===== src/rtl/serlcd_pkg.sv =====
// Shared types and constants for the serial display-memory interface.
// Assumes: mode IDs and commands arrive MSB first, data nibbles LSB first.
package serlcd_pkg;
    localparam int ID_LEN  = 3;
    localparam int CMD_LEN = 9;

    localparam logic [ID_LEN-1:0] MODE_CMD   = 3'b100;
    localparam logic [ID_LEN-1:0] MODE_READ  = 3'b110;
    localparam logic [ID_LEN-1:0] MODE_WRITE = 3'b101;

    typedef enum logic [2:0] {
        PH_ID,
        PH_CMD,
        PH_ADDR,
        PH_WRITE,
        PH_READ,
        PH_SKIP
    } phase_t;

    typedef struct packed {
        logic       sys_en;
        logic       lcd_on;
        logic       bias_third;
        logic [1:0] com_sel;
    } cfg_t;
endpackage


===== src/rtl/serlcd_sync.sv =====
// Multi-bit pin synchronizer: a chain of STAGES flops per bit.
// Assumes: bits are independent; reset value picks each pin's idle level.
module serlcd_sync #(
    parameter int              W       = 4,
    parameter int              STAGES  = 2,
    parameter logic [W-1:0]    RST_VAL = '0
) (
    input  logic         clk,
    input  logic         rst_n,
    input  logic [W-1:0] d_in,
    output logic [W-1:0] q_out
);
    logic [W-1:0] chain [STAGES];

    genvar s;
    generate
        for (s = 0; s < STAGES; s++) begin : g_stage
            if (s == 0) begin : g_first
                // Capture the raw pins.
                always_ff @(posedge clk) begin
                    if (!rst_n) chain[0] <= RST_VAL;
                    else        chain[0] <= d_in;
                end
            end else begin : g_next
                // Shift one stage further from the pins.
                always_ff @(posedge clk) begin
                    if (!rst_n) chain[s] <= RST_VAL;
                    else        chain[s] <= chain[s-1];
                end
            end
        end
    endgenerate

    assign q_out = chain[STAGES-1];
endmodule


===== src/rtl/serlcd_ram.sv =====
// Display memory: DEPTH nibbles, one write port, one async read port,
// plus a flat image of all locations for downstream panel logic.
// Assumes: write address is always in range (AW bits, DEPTH = 2**AW).
module serlcd_ram #(
    parameter int DEPTH = 32,
    parameter int NIB   = 4,
    localparam int AW   = $clog2(DEPTH)
) (
    input  logic                 clk,
    input  logic                 rst_n,
    input  logic                 we,
    input  logic [AW-1:0]        waddr,
    input  logic [NIB-1:0]       wdata,
    input  logic [AW-1:0]        raddr,
    output logic [NIB-1:0]       rdata,
    output logic [DEPTH*NIB-1:0] image
);
    logic [NIB-1:0] mem [DEPTH];

    // Clear on reset, otherwise write one nibble when enabled.
    always_ff @(posedge clk) begin
        if (!rst_n) begin
            for (int i = 0; i < DEPTH; i++) mem[i] <= '0;
        end else if (we) begin
            mem[waddr] <= wdata;
        end
    end

    assign rdata = mem[raddr];

    genvar g;
    generate
        for (g = 0; g < DEPTH; g++) begin : g_image
            assign image[g*NIB +: NIB] = mem[g];
        end
    endgenerate
endmodule


===== src/rtl/serlcd_ctrl.sv =====
// Session sequencer: decodes mode ID, commands, address and data bits
// from synchronized strobe events; owns the configuration register,
// the auto-incrementing address and the serial read launch flop.
// Assumes: wr_rise / rd_fall are single-cycle pulses; cs_act is synced.
module serlcd_ctrl
    import serlcd_pkg::*;
#(
    parameter int DEPTH    = 32,
    parameter int NIB      = 4,
    parameter int ADDR_LEN = 6,
    localparam int AW      = $clog2(DEPTH),
    localparam int RW      = $clog2(NIB),
    localparam int SH_W    = (CMD_LEN > ADDR_LEN) ? CMD_LEN : ADDR_LEN,
    localparam int CW      = $clog2(SH_W + 1)
) (
    input  logic           clk,
    input  logic           rst_n,
    input  logic           cs_act,
    input  logic           wr_rise,
    input  logic           rd_fall,
    input  logic           din,
    input  logic [NIB-1:0] rd_nibble,
    output logic [AW-1:0]  addr,
    output logic           we,
    output logic [NIB-1:0] wnib,
    output cfg_t           cfg,
    output logic           dout,
    output logic           doe
);
    phase_t          phase;
    logic [SH_W-1:0] sh;
    logic [SH_W-1:0] sh_nx;
    logic [CW-1:0]   cnt;
    logic [RW-1:0]   rd_idx;
    logic [NIB-1:0]  wacc;
    logic            read_mode;
    logic            rmw_drive;
    cfg_t            cfg_nx;
    logic [7:0]      cmd;

    assign sh_nx = {sh[SH_W-2:0], din};
    assign cmd   = sh_nx[CMD_LEN-1:1];
    assign wnib  = {din, wacc[NIB-1:1]};

    // Write strobe completing the last bit of a nibble in a write session.
    assign we = cs_act && wr_rise && (phase == PH_WRITE) && (cnt == CW'(NIB-1));

    // Data pad is driven only in an active read phase.
    assign doe = cs_act && ((phase == PH_READ) || ((phase == PH_WRITE) && rmw_drive));

    // Next configuration from a complete 9-bit command; unknown codes keep it.
    always_comb begin
        cfg_nx = cfg;
        if (cmd == 8'b0000_0000)      cfg_nx.sys_en = 1'b0;
        else if (cmd == 8'b0000_0001) cfg_nx.sys_en = 1'b1;
        else if (cmd == 8'b0000_0010) cfg_nx.lcd_on = 1'b0;
        else if (cmd == 8'b0000_0011) cfg_nx.lcd_on = 1'b1;
        else if (cmd[7:4] == 4'b0010 && cmd[3:2] != 2'b11) begin
            cfg_nx.com_sel    = cmd[3:2];
            cfg_nx.bias_third = cmd[0];
        end
    end

    // Session state machine, address counter and serial launch.
    always_ff @(posedge clk) begin
        if (!rst_n) begin
            phase     <= PH_ID;
            sh        <= '0;
            cnt       <= '0;
            rd_idx    <= '0;
            wacc      <= '0;
            read_mode <= 1'b0;
            rmw_drive <= 1'b0;
            addr      <= '0;
            dout      <= 1'b0;
            cfg       <= '0;
        end else if (!cs_act) begin
            phase     <= PH_ID;
            sh        <= '0;
            cnt       <= '0;
            rd_idx    <= '0;
            rmw_drive <= 1'b0;
        end else begin
            case (phase)
                PH_ID: if (wr_rise) begin
                    sh <= sh_nx;
                    if (cnt == CW'(ID_LEN-1)) begin
                        cnt <= '0;
                        if (sh_nx[ID_LEN-1:0] == MODE_CMD) begin
                            phase <= PH_CMD;
                        end else if (sh_nx[ID_LEN-1:0] == MODE_READ) begin
                            phase     <= PH_ADDR;
                            read_mode <= 1'b1;
                        end else if (sh_nx[ID_LEN-1:0] == MODE_WRITE) begin
                            phase     <= PH_ADDR;
                            read_mode <= 1'b0;
                        end else begin
                            phase <= PH_SKIP;
                        end
                    end else begin
                        cnt <= cnt + CW'(1);
                    end
                end
                PH_CMD: if (wr_rise) begin
                    sh <= sh_nx;
                    if (cnt == CW'(CMD_LEN-1)) begin
                        cnt <= '0;
                        cfg <= cfg_nx;
                    end else begin
                        cnt <= cnt + CW'(1);
                    end
                end
                PH_ADDR: if (wr_rise) begin
                    sh <= sh_nx;
                    if (cnt == CW'(ADDR_LEN-1)) begin
                        cnt    <= '0;
                        rd_idx <= '0;
                        addr   <= sh_nx[AW-1:0];
                        phase  <= read_mode ? PH_READ : PH_WRITE;
                    end else begin
                        cnt <= cnt + CW'(1);
                    end
                end
                PH_WRITE: begin
                    if (wr_rise) begin
                        wacc      <= wnib;
                        rmw_drive <= 1'b0;
                        if (cnt == CW'(NIB-1)) begin
                            cnt    <= '0;
                            rd_idx <= '0;
                            addr   <= addr + AW'(1);
                        end else begin
                            cnt <= cnt + CW'(1);
                        end
                    end else if (rd_fall) begin
                        dout      <= rd_nibble[rd_idx];
                        rd_idx    <= rd_idx + RW'(1);
                        rmw_drive <= 1'b1;
                    end
                end
                PH_READ: if (rd_fall) begin
                    dout <= rd_nibble[rd_idx];
                    if (rd_idx == RW'(NIB-1)) begin
                        rd_idx <= '0;
                        addr   <= addr + AW'(1);
                    end else begin
                        rd_idx <= rd_idx + RW'(1);
                    end
                end
                default: ;
            endcase
        end
    end

    AST_IDLE_CFG_STABLE: assert property (@(posedge clk) disable iff (!rst_n)
        !cs_act |=> $stable(cfg));
    AST_COM_CODE_LEGAL: assert property (@(posedge clk) disable iff (!rst_n)
        cfg.com_sel != 2'b11);
    AST_WRITE_ADVANCES: assert property (@(posedge clk) disable iff (!rst_n)
        we |=> addr == $past(addr) + AW'(1));
    AST_READ_ADVANCES: assert property (@(posedge clk) disable iff (!rst_n)
        (cs_act && rd_fall && phase == PH_READ && rd_idx == RW'(NIB-1))
        |=> addr == $past(addr) + AW'(1));
endmodule


===== src/rtl/serlcd_link.sv =====
// Top level: synchronizes the link pins, detects strobe edges and joins
// the sequencer to the display memory.
// Assumes: pins are asynchronous to clk and held for >= 3 clk per level.
module serlcd_link
    import serlcd_pkg::*;
#(
    parameter int DEPTH       = 32,
    parameter int NIB         = 4,
    parameter int ADDR_LEN    = 6,
    parameter int SYNC_STAGES = 2,
    localparam int AW         = $clog2(DEPTH)
) (
    input  logic                 clk,
    input  logic                 rst_n,
    input  logic                 cs_n,
    input  logic                 wr_n,
    input  logic                 rd_n,
    input  logic                 sdata_in,
    output logic                 sdata_out,
    output logic                 sdata_oe,
    output logic                 sys_en,
    output logic                 lcd_on,
    output logic                 bias_third,
    output logic [1:0]           com_sel,
    output logic [DEPTH*NIB-1:0] disp_ram
);
    logic [3:0]     pins_s;
    logic           cs_s, wr_s, rd_s, din_s;
    logic           wr_prev, rd_prev;
    logic           wr_rise, rd_fall, cs_act;
    logic [AW-1:0]  addr;
    logic           we;
    logic [NIB-1:0] wnib;
    logic [NIB-1:0] rnib;
    cfg_t           cfg;

    serlcd_sync #(
        .W       (4),
        .STAGES  (SYNC_STAGES),
        .RST_VAL (4'b1110)
    ) i_sync (
        .clk   (clk),
        .rst_n (rst_n),
        .d_in  ({cs_n, wr_n, rd_n, sdata_in}),
        .q_out (pins_s)
    );

    assign {cs_s, wr_s, rd_s, din_s} = pins_s;

    // Previous strobe levels for edge detection.
    always_ff @(posedge clk) begin
        if (!rst_n) begin
            wr_prev <= 1'b1;
            rd_prev <= 1'b1;
        end else begin
            wr_prev <= wr_s;
            rd_prev <= rd_s;
        end
    end

    assign wr_rise = wr_s & ~wr_prev;
    assign rd_fall = ~rd_s & rd_prev;
    assign cs_act  = ~cs_s;

    serlcd_ctrl #(
        .DEPTH    (DEPTH),
        .NIB      (NIB),
        .ADDR_LEN (ADDR_LEN)
    ) i_ctrl (
        .clk       (clk),
        .rst_n     (rst_n),
        .cs_act    (cs_act),
        .wr_rise   (wr_rise),
        .rd_fall   (rd_fall),
        .din       (din_s),
        .rd_nibble (rnib),
        .addr      (addr),
        .we        (we),
        .wnib      (wnib),
        .cfg       (cfg),
        .dout      (sdata_out),
        .doe       (sdata_oe)
    );

    serlcd_ram #(
        .DEPTH (DEPTH),
        .NIB   (NIB)
    ) i_ram (
        .clk   (clk),
        .rst_n (rst_n),
        .we    (we),
        .waddr (addr),
        .wdata (wnib),
        .raddr (addr),
        .rdata (rnib),
        .image (disp_ram)
    );

    assign sys_en     = cfg.sys_en;
    assign lcd_on     = cfg.lcd_on;
    assign bias_third = cfg.bias_third;
    assign com_sel    = cfg.com_sel;

    AST_IDLE_RAM_STABLE: assert property (@(posedge clk) disable iff (!rst_n)
        !cs_act |=> $stable(disp_ram));
endmodule


===== config.mk =====
export PLATFORM = sky130hd
export DESIGN_NAME = serlcd_link
export DESIGN_NICKNAME = d
export VERILOG_FILES = /design/src/rtl/serlcd_pkg.sv /design/src/rtl/serlcd_sync.sv /design/src/rtl/serlcd_ram.sv /design/src/rtl/serlcd_ctrl.sv /design/src/rtl/serlcd_link.sv
export SDC_FILE = /design/constraint.sdc
export NUM_CORES = 1
export LEC_CHECK = 0
export ABC_AREA = 1
export CORE_MARGIN = 1.5
export CORE_UTILIZATION = 40
export CTS_BUF_LIST = sky130_fd_sc_hd__clkbuf_2 sky130_fd_sc_hd__clkbuf_4 sky130_fd_sc_hd__clkbuf_8
export DETAILED_ROUTE_END_ITERATION = 8
export PLACE_DENSITY = 0.62
export SKIP_LAST_GASP = 1
export SLEW_MARGIN = 15
export SYNTH_ARGS = -nofsm -noshare
export SYNTH_HDL_FRONTEND = slang
export SYNTH_SLANG_ARGS = --single-unit

===== constraint.sdc =====
create_clock -name clk -period 5.3 [get_ports clk]
set_input_delay 1.06 -clock clk [delete_from_list [all_inputs] [get_ports clk]]
set_output_delay 1.06 -clock clk [all_outputs]
set_load 0.02 [all_outputs]

==> flow_summary_export.csv <==
group,metric,value,unit
synth,post_synth_inst_count,917,
sta,clock_skew,0.0140,ns
finish,num-fill-cells,1820,
die,rows,51,
routing,via_per_inst,5.16,
sta,slew_viol_final,0,
finish,area.growth.synth_to_final,24.8,%
synth,synthesis.nets,932,
synth,post-synth-top-area-fraction,0.475,
critical_path,ff2ff_setup_slack,2.57,ns
finish,final_design_area_no_fill,10100,sq um
die,dieHeight,145,um
routing,first_iter_violations,532,
critical_path,ff_to_ff_path_depth,12,
sta,final.period_utilization,0.588,
place,finalWeightedCongestion,0.859,
pwr,total_leakage_power,0.00367,uW
routing,routed_wirelength,22000,um
grt,grt_overflow,0,
critical_path,worst_r2r_endpoint,"i_ctrl.dout",
grt,grt_antenna_before_repair,0,
clock_tree,clock_latency_of_the_later_clocked_register_in_the_worst_skew_pair,0.47,ns
run_status,status,"finished clean",
critical_path,critical-path-max-stage-delay,0.63,ns
clock_tree,htree_num_levels,4,
critical_path,worstPathRequired,4.24,ns
sta,final-setup-viol-count,0,
pwr,vdd_ir_drop_max,150,uV
grt,grt_use_met3,0.0418,
grt,grt_first_pass_wirelength,34200,um
die,die-width,145,um
hold_path,hold_path_depth,2,
clock_tree,clock_tree.buffer_depth,2,
synth,synth_sequential_area_ratio,0.594,
clock_tree,path_clk_slew,0.09,ns
synth,netlist_area,8090,sq um
clock_tree,cts_hold_buffers,0,
grt,first_global_vias,6516,
sta,worst_pin_slew,1.16,ns
clock_tree,cts_buffers,17,
finish,fin_nets,1055,
sta,grt_setup_unrepaired,"no",
routing,drt.antenna.violating_nets,0,
sta,max_slew_margin,0.228,
grt,gr-usage-met1,0.263,
synth,ys.warnings.count,0,
clock_tree,tritoncts,"done",
synth,synthArstFlopShare,0,
critical_path,worstPathMaxFanout,6,
routing,routedWlPerCell,16.7,um
critical_path,endpoint_kind,"output pin",
synth,postSynthAreaPerCell,8.82,sq um
sta,clock.fmax,321,MHz
clock_tree,postCtsSetupRepairBufs,0,
hold_path,min_path_type,"register to register",
synth,yosys.area.top_type,"sky130_fd_sc_hd__edfxtp_1",
critical_path,setup.worst_path.start,"i_ctrl.phase[1]",
die,fp.dieArea,21100,sq um
grt,grt_start_max_net_pins,66,
die,design.portCount,141,
synth,synth.ff_latch_count,176,
routing,drt-pass1-iter-count,6,
die,initial_utilization,0.412,
critical_path,critical_path_cell_by_cell,"nand2_1, nor2_4, nand2_1, a21oi_1, clkdlybuf4s50_1",
sta,report.final.hold_viol_count,0,
finish,num_antenna_cells,0,
synth,synth_edf_count,128,
flow_run,maxCapViolations,0,
finish,drive_above_1_share,0.0617,
sta,timing.setup.tns,0,ns
synth,ys_types,28,
critical_path,worst_path_max_delay_cell,"sky130_fd_sc_hd__clkdlybuf4s50_1",
place,placed_area,9700,sq um
routing,drt_drc_violations_left,0,
die,fp.coreArea,19700,sq um
grt,global_route.usage.met2,0.360,
sta,final_period_minus_worst_setup_slack,3.12,ns
synth,synth_ff_type,"sky130_fd_sc_hd__edfxtp_1",
grt,grt-busiest-layer,"met2",
pwr,pwr_density_cell,263,nW/um^2
critical_path,critical_path_class,"register to output pin",
clock_tree,root_buffer,"sky130_fd_sc_hd__clkbuf_8",
place,place.port_buffers,140,
routing,routed-via-count,6800,
critical_path,critical_path.most_common_cell,"sky130_fd_sc_hd__nand2_1",
critical_path,cp-endpoint,"sdata_oe",
place,place_hpwl,15500,um
critical_path,critical_path.startpoint_type,"register",
clock_tree,post_cts_resized,0,
synth,synth_area_leaders,"sky130_fd_sc_hd__edfxtp_1, sky130_fd_sc_hd__dfxtp_1, sky130_fd_sc_hd__nand2_1",
grt,grt_util_all_layers,0.212,
critical_path,crit_arrival,2.06,ns
clock_tree,clkSinkCount,176,
cell usage in the layout (no fill, tap or decap), drive strengths merged:
master,synthesis,layout
dfxtp,48,48
or2,7,7
xor2,2,2
inv,56,66
ha,9,9
nor4,1,1
nor3,13,13
buf,10,8
clkbuf,33,17
a221oi,2,2
a21oi,34,34
bufinv,0,1
o211ai,3,3
o22ai,1,1
clkdlybuf4s50,0,139
nand3,129,129
nor2,159,159
clkinv,1,5
a211oi,4,4
nand2,243,243
edfxtp,128,128
nand4,4,4
a31oi,1,1
o21ai,29,29
metrics by stage:
| step | hold WS (ns) | setup WS (ns) | utilization | cells | total power [uW] |
|---|---|---|---|---|---|
| detailed placement | 0.399 | 2.14 | 0.493 | 1286 | 1770 |
| finish | 0.419 | 2.18 | 0.514 | 1318 | 2660 |
| global route | 0.439 | 2.05 | 0.514 | 1318 | 2740 |
| global placement | 0.395 | 2.19 | 0.493 | 1286 | 1770 |
| CTS | 0.421 | 2.11 | 0.514 | 1318 | 2670 |
| floorplan | 0.390 | 2.80 | - | 917 | 1660 |
critical path, delay by kind of cell (launching register included):
family	cells	cell delay [ns]
compound gates	1	0.17
buf+inv	1	0.63
flops	1	0.42
simple gates	3	0.37
cells by family (layout without fill, tap and decap cells):
| group | after synthesis | count (layout) | synth area share |
|---|---|---|---|
| AO/OA/AOI/OAI | 74 | 74 | 0.0492 |
| XOR/XNOR | 2 | 2 | 0.00217 |
| adder cells (fa/ha/maj) | 9 | 9 | 0.0139 |
| buffers and inverters | 100 | 236 | 0.0476 |
| flip-flops | 176 | 176 | 0.594 |
| AND/OR/NAND/NOR | 556 | 556 | 0.293 |
registers in the layout, indices dropped and copies added, names as in the netlist, named ones only:
| signal | cells |
|---|---|
| i_ctrl.wacc | 3 |
| i_ctrl.sh | 8 |
| i_ctrl.cnt | 4 |
| i_ctrl.phase | 3 |
| i_ctrl.addr | 5 |
| i_ctrl.dout | 1 |
| i_ram.mem | 128 |
| i_ctrl.rmw_drive | 1 |
| rd_prev | 1 |
| wr_prev | 1 |
| i_sync.chain | 8 |
| i_ctrl.rd_idx | 2 |
| i_ctrl.read_mode | 1 |
| i_ctrl.cfg | 5 |
layer usage:
metal | vias to the layer above | wire (um)
li1 | 3299 | -
met1 | 3154 | 8950
met2 | 304 | 10700
met3 | 43 | 1730
met4 | 0 | 635
met5 | - | 0
where the power goes:
part	leakage, uW	switching [uW]	internal, uW
Clock	0.000204	526	395
Sequential	0.00168	31.5	1510
Combinational	0.00179	111	80.5
cells in the mapped netlist, drive strengths merged, types with 2 or more instances:
master	count
nor3	13
inv	56
clkbuf	33
a221oi	2
a21oi	34
nand4	4
or2	7
xor2	2
a211oi	4
o211ai	3
o21ai	29
nor2	159
dfxtp	48
nand3	129
ha	9
edfxtp	128
nand2	243
buf	10
final cells by class:
class | instances | area, sq um | share of cell area
clock buffers | 17 | 234 | 0.0232
clock inverters | 15 | 163 | 0.0161
inverters | 57 | 214 | 0.0212
multi-input cells | 641 | 2900 | 0.287
flip-flops and latches | 176 | 4810 | 0.476
well taps | 265 | 332 | 0.0328
repair buffers | 147 | 1450 | 0.144
worst min path at each step:
| stage | end | start | slack, ns |
|---|---|---|---|
| global route | i_sync.chain[1][1] | i_sync.chain[0][1] | 0.44 |
| floorplan | i_sync.chain[1][0] | i_sync.chain[0][0] | 0.39 |
| detailed placement | i_sync.chain[1][0] | i_sync.chain[0][0] | 0.40 |
| finish | i_sync.chain[1][0] | i_sync.chain[0][0] | 0.42 |
| CTS | i_sync.chain[1][0] | i_sync.chain[0][0] | 0.42 |
| global placement | i_sync.chain[1][0] | i_sync.chain[0][0] | 0.40 |
Power figures use the tool's default switching activity.
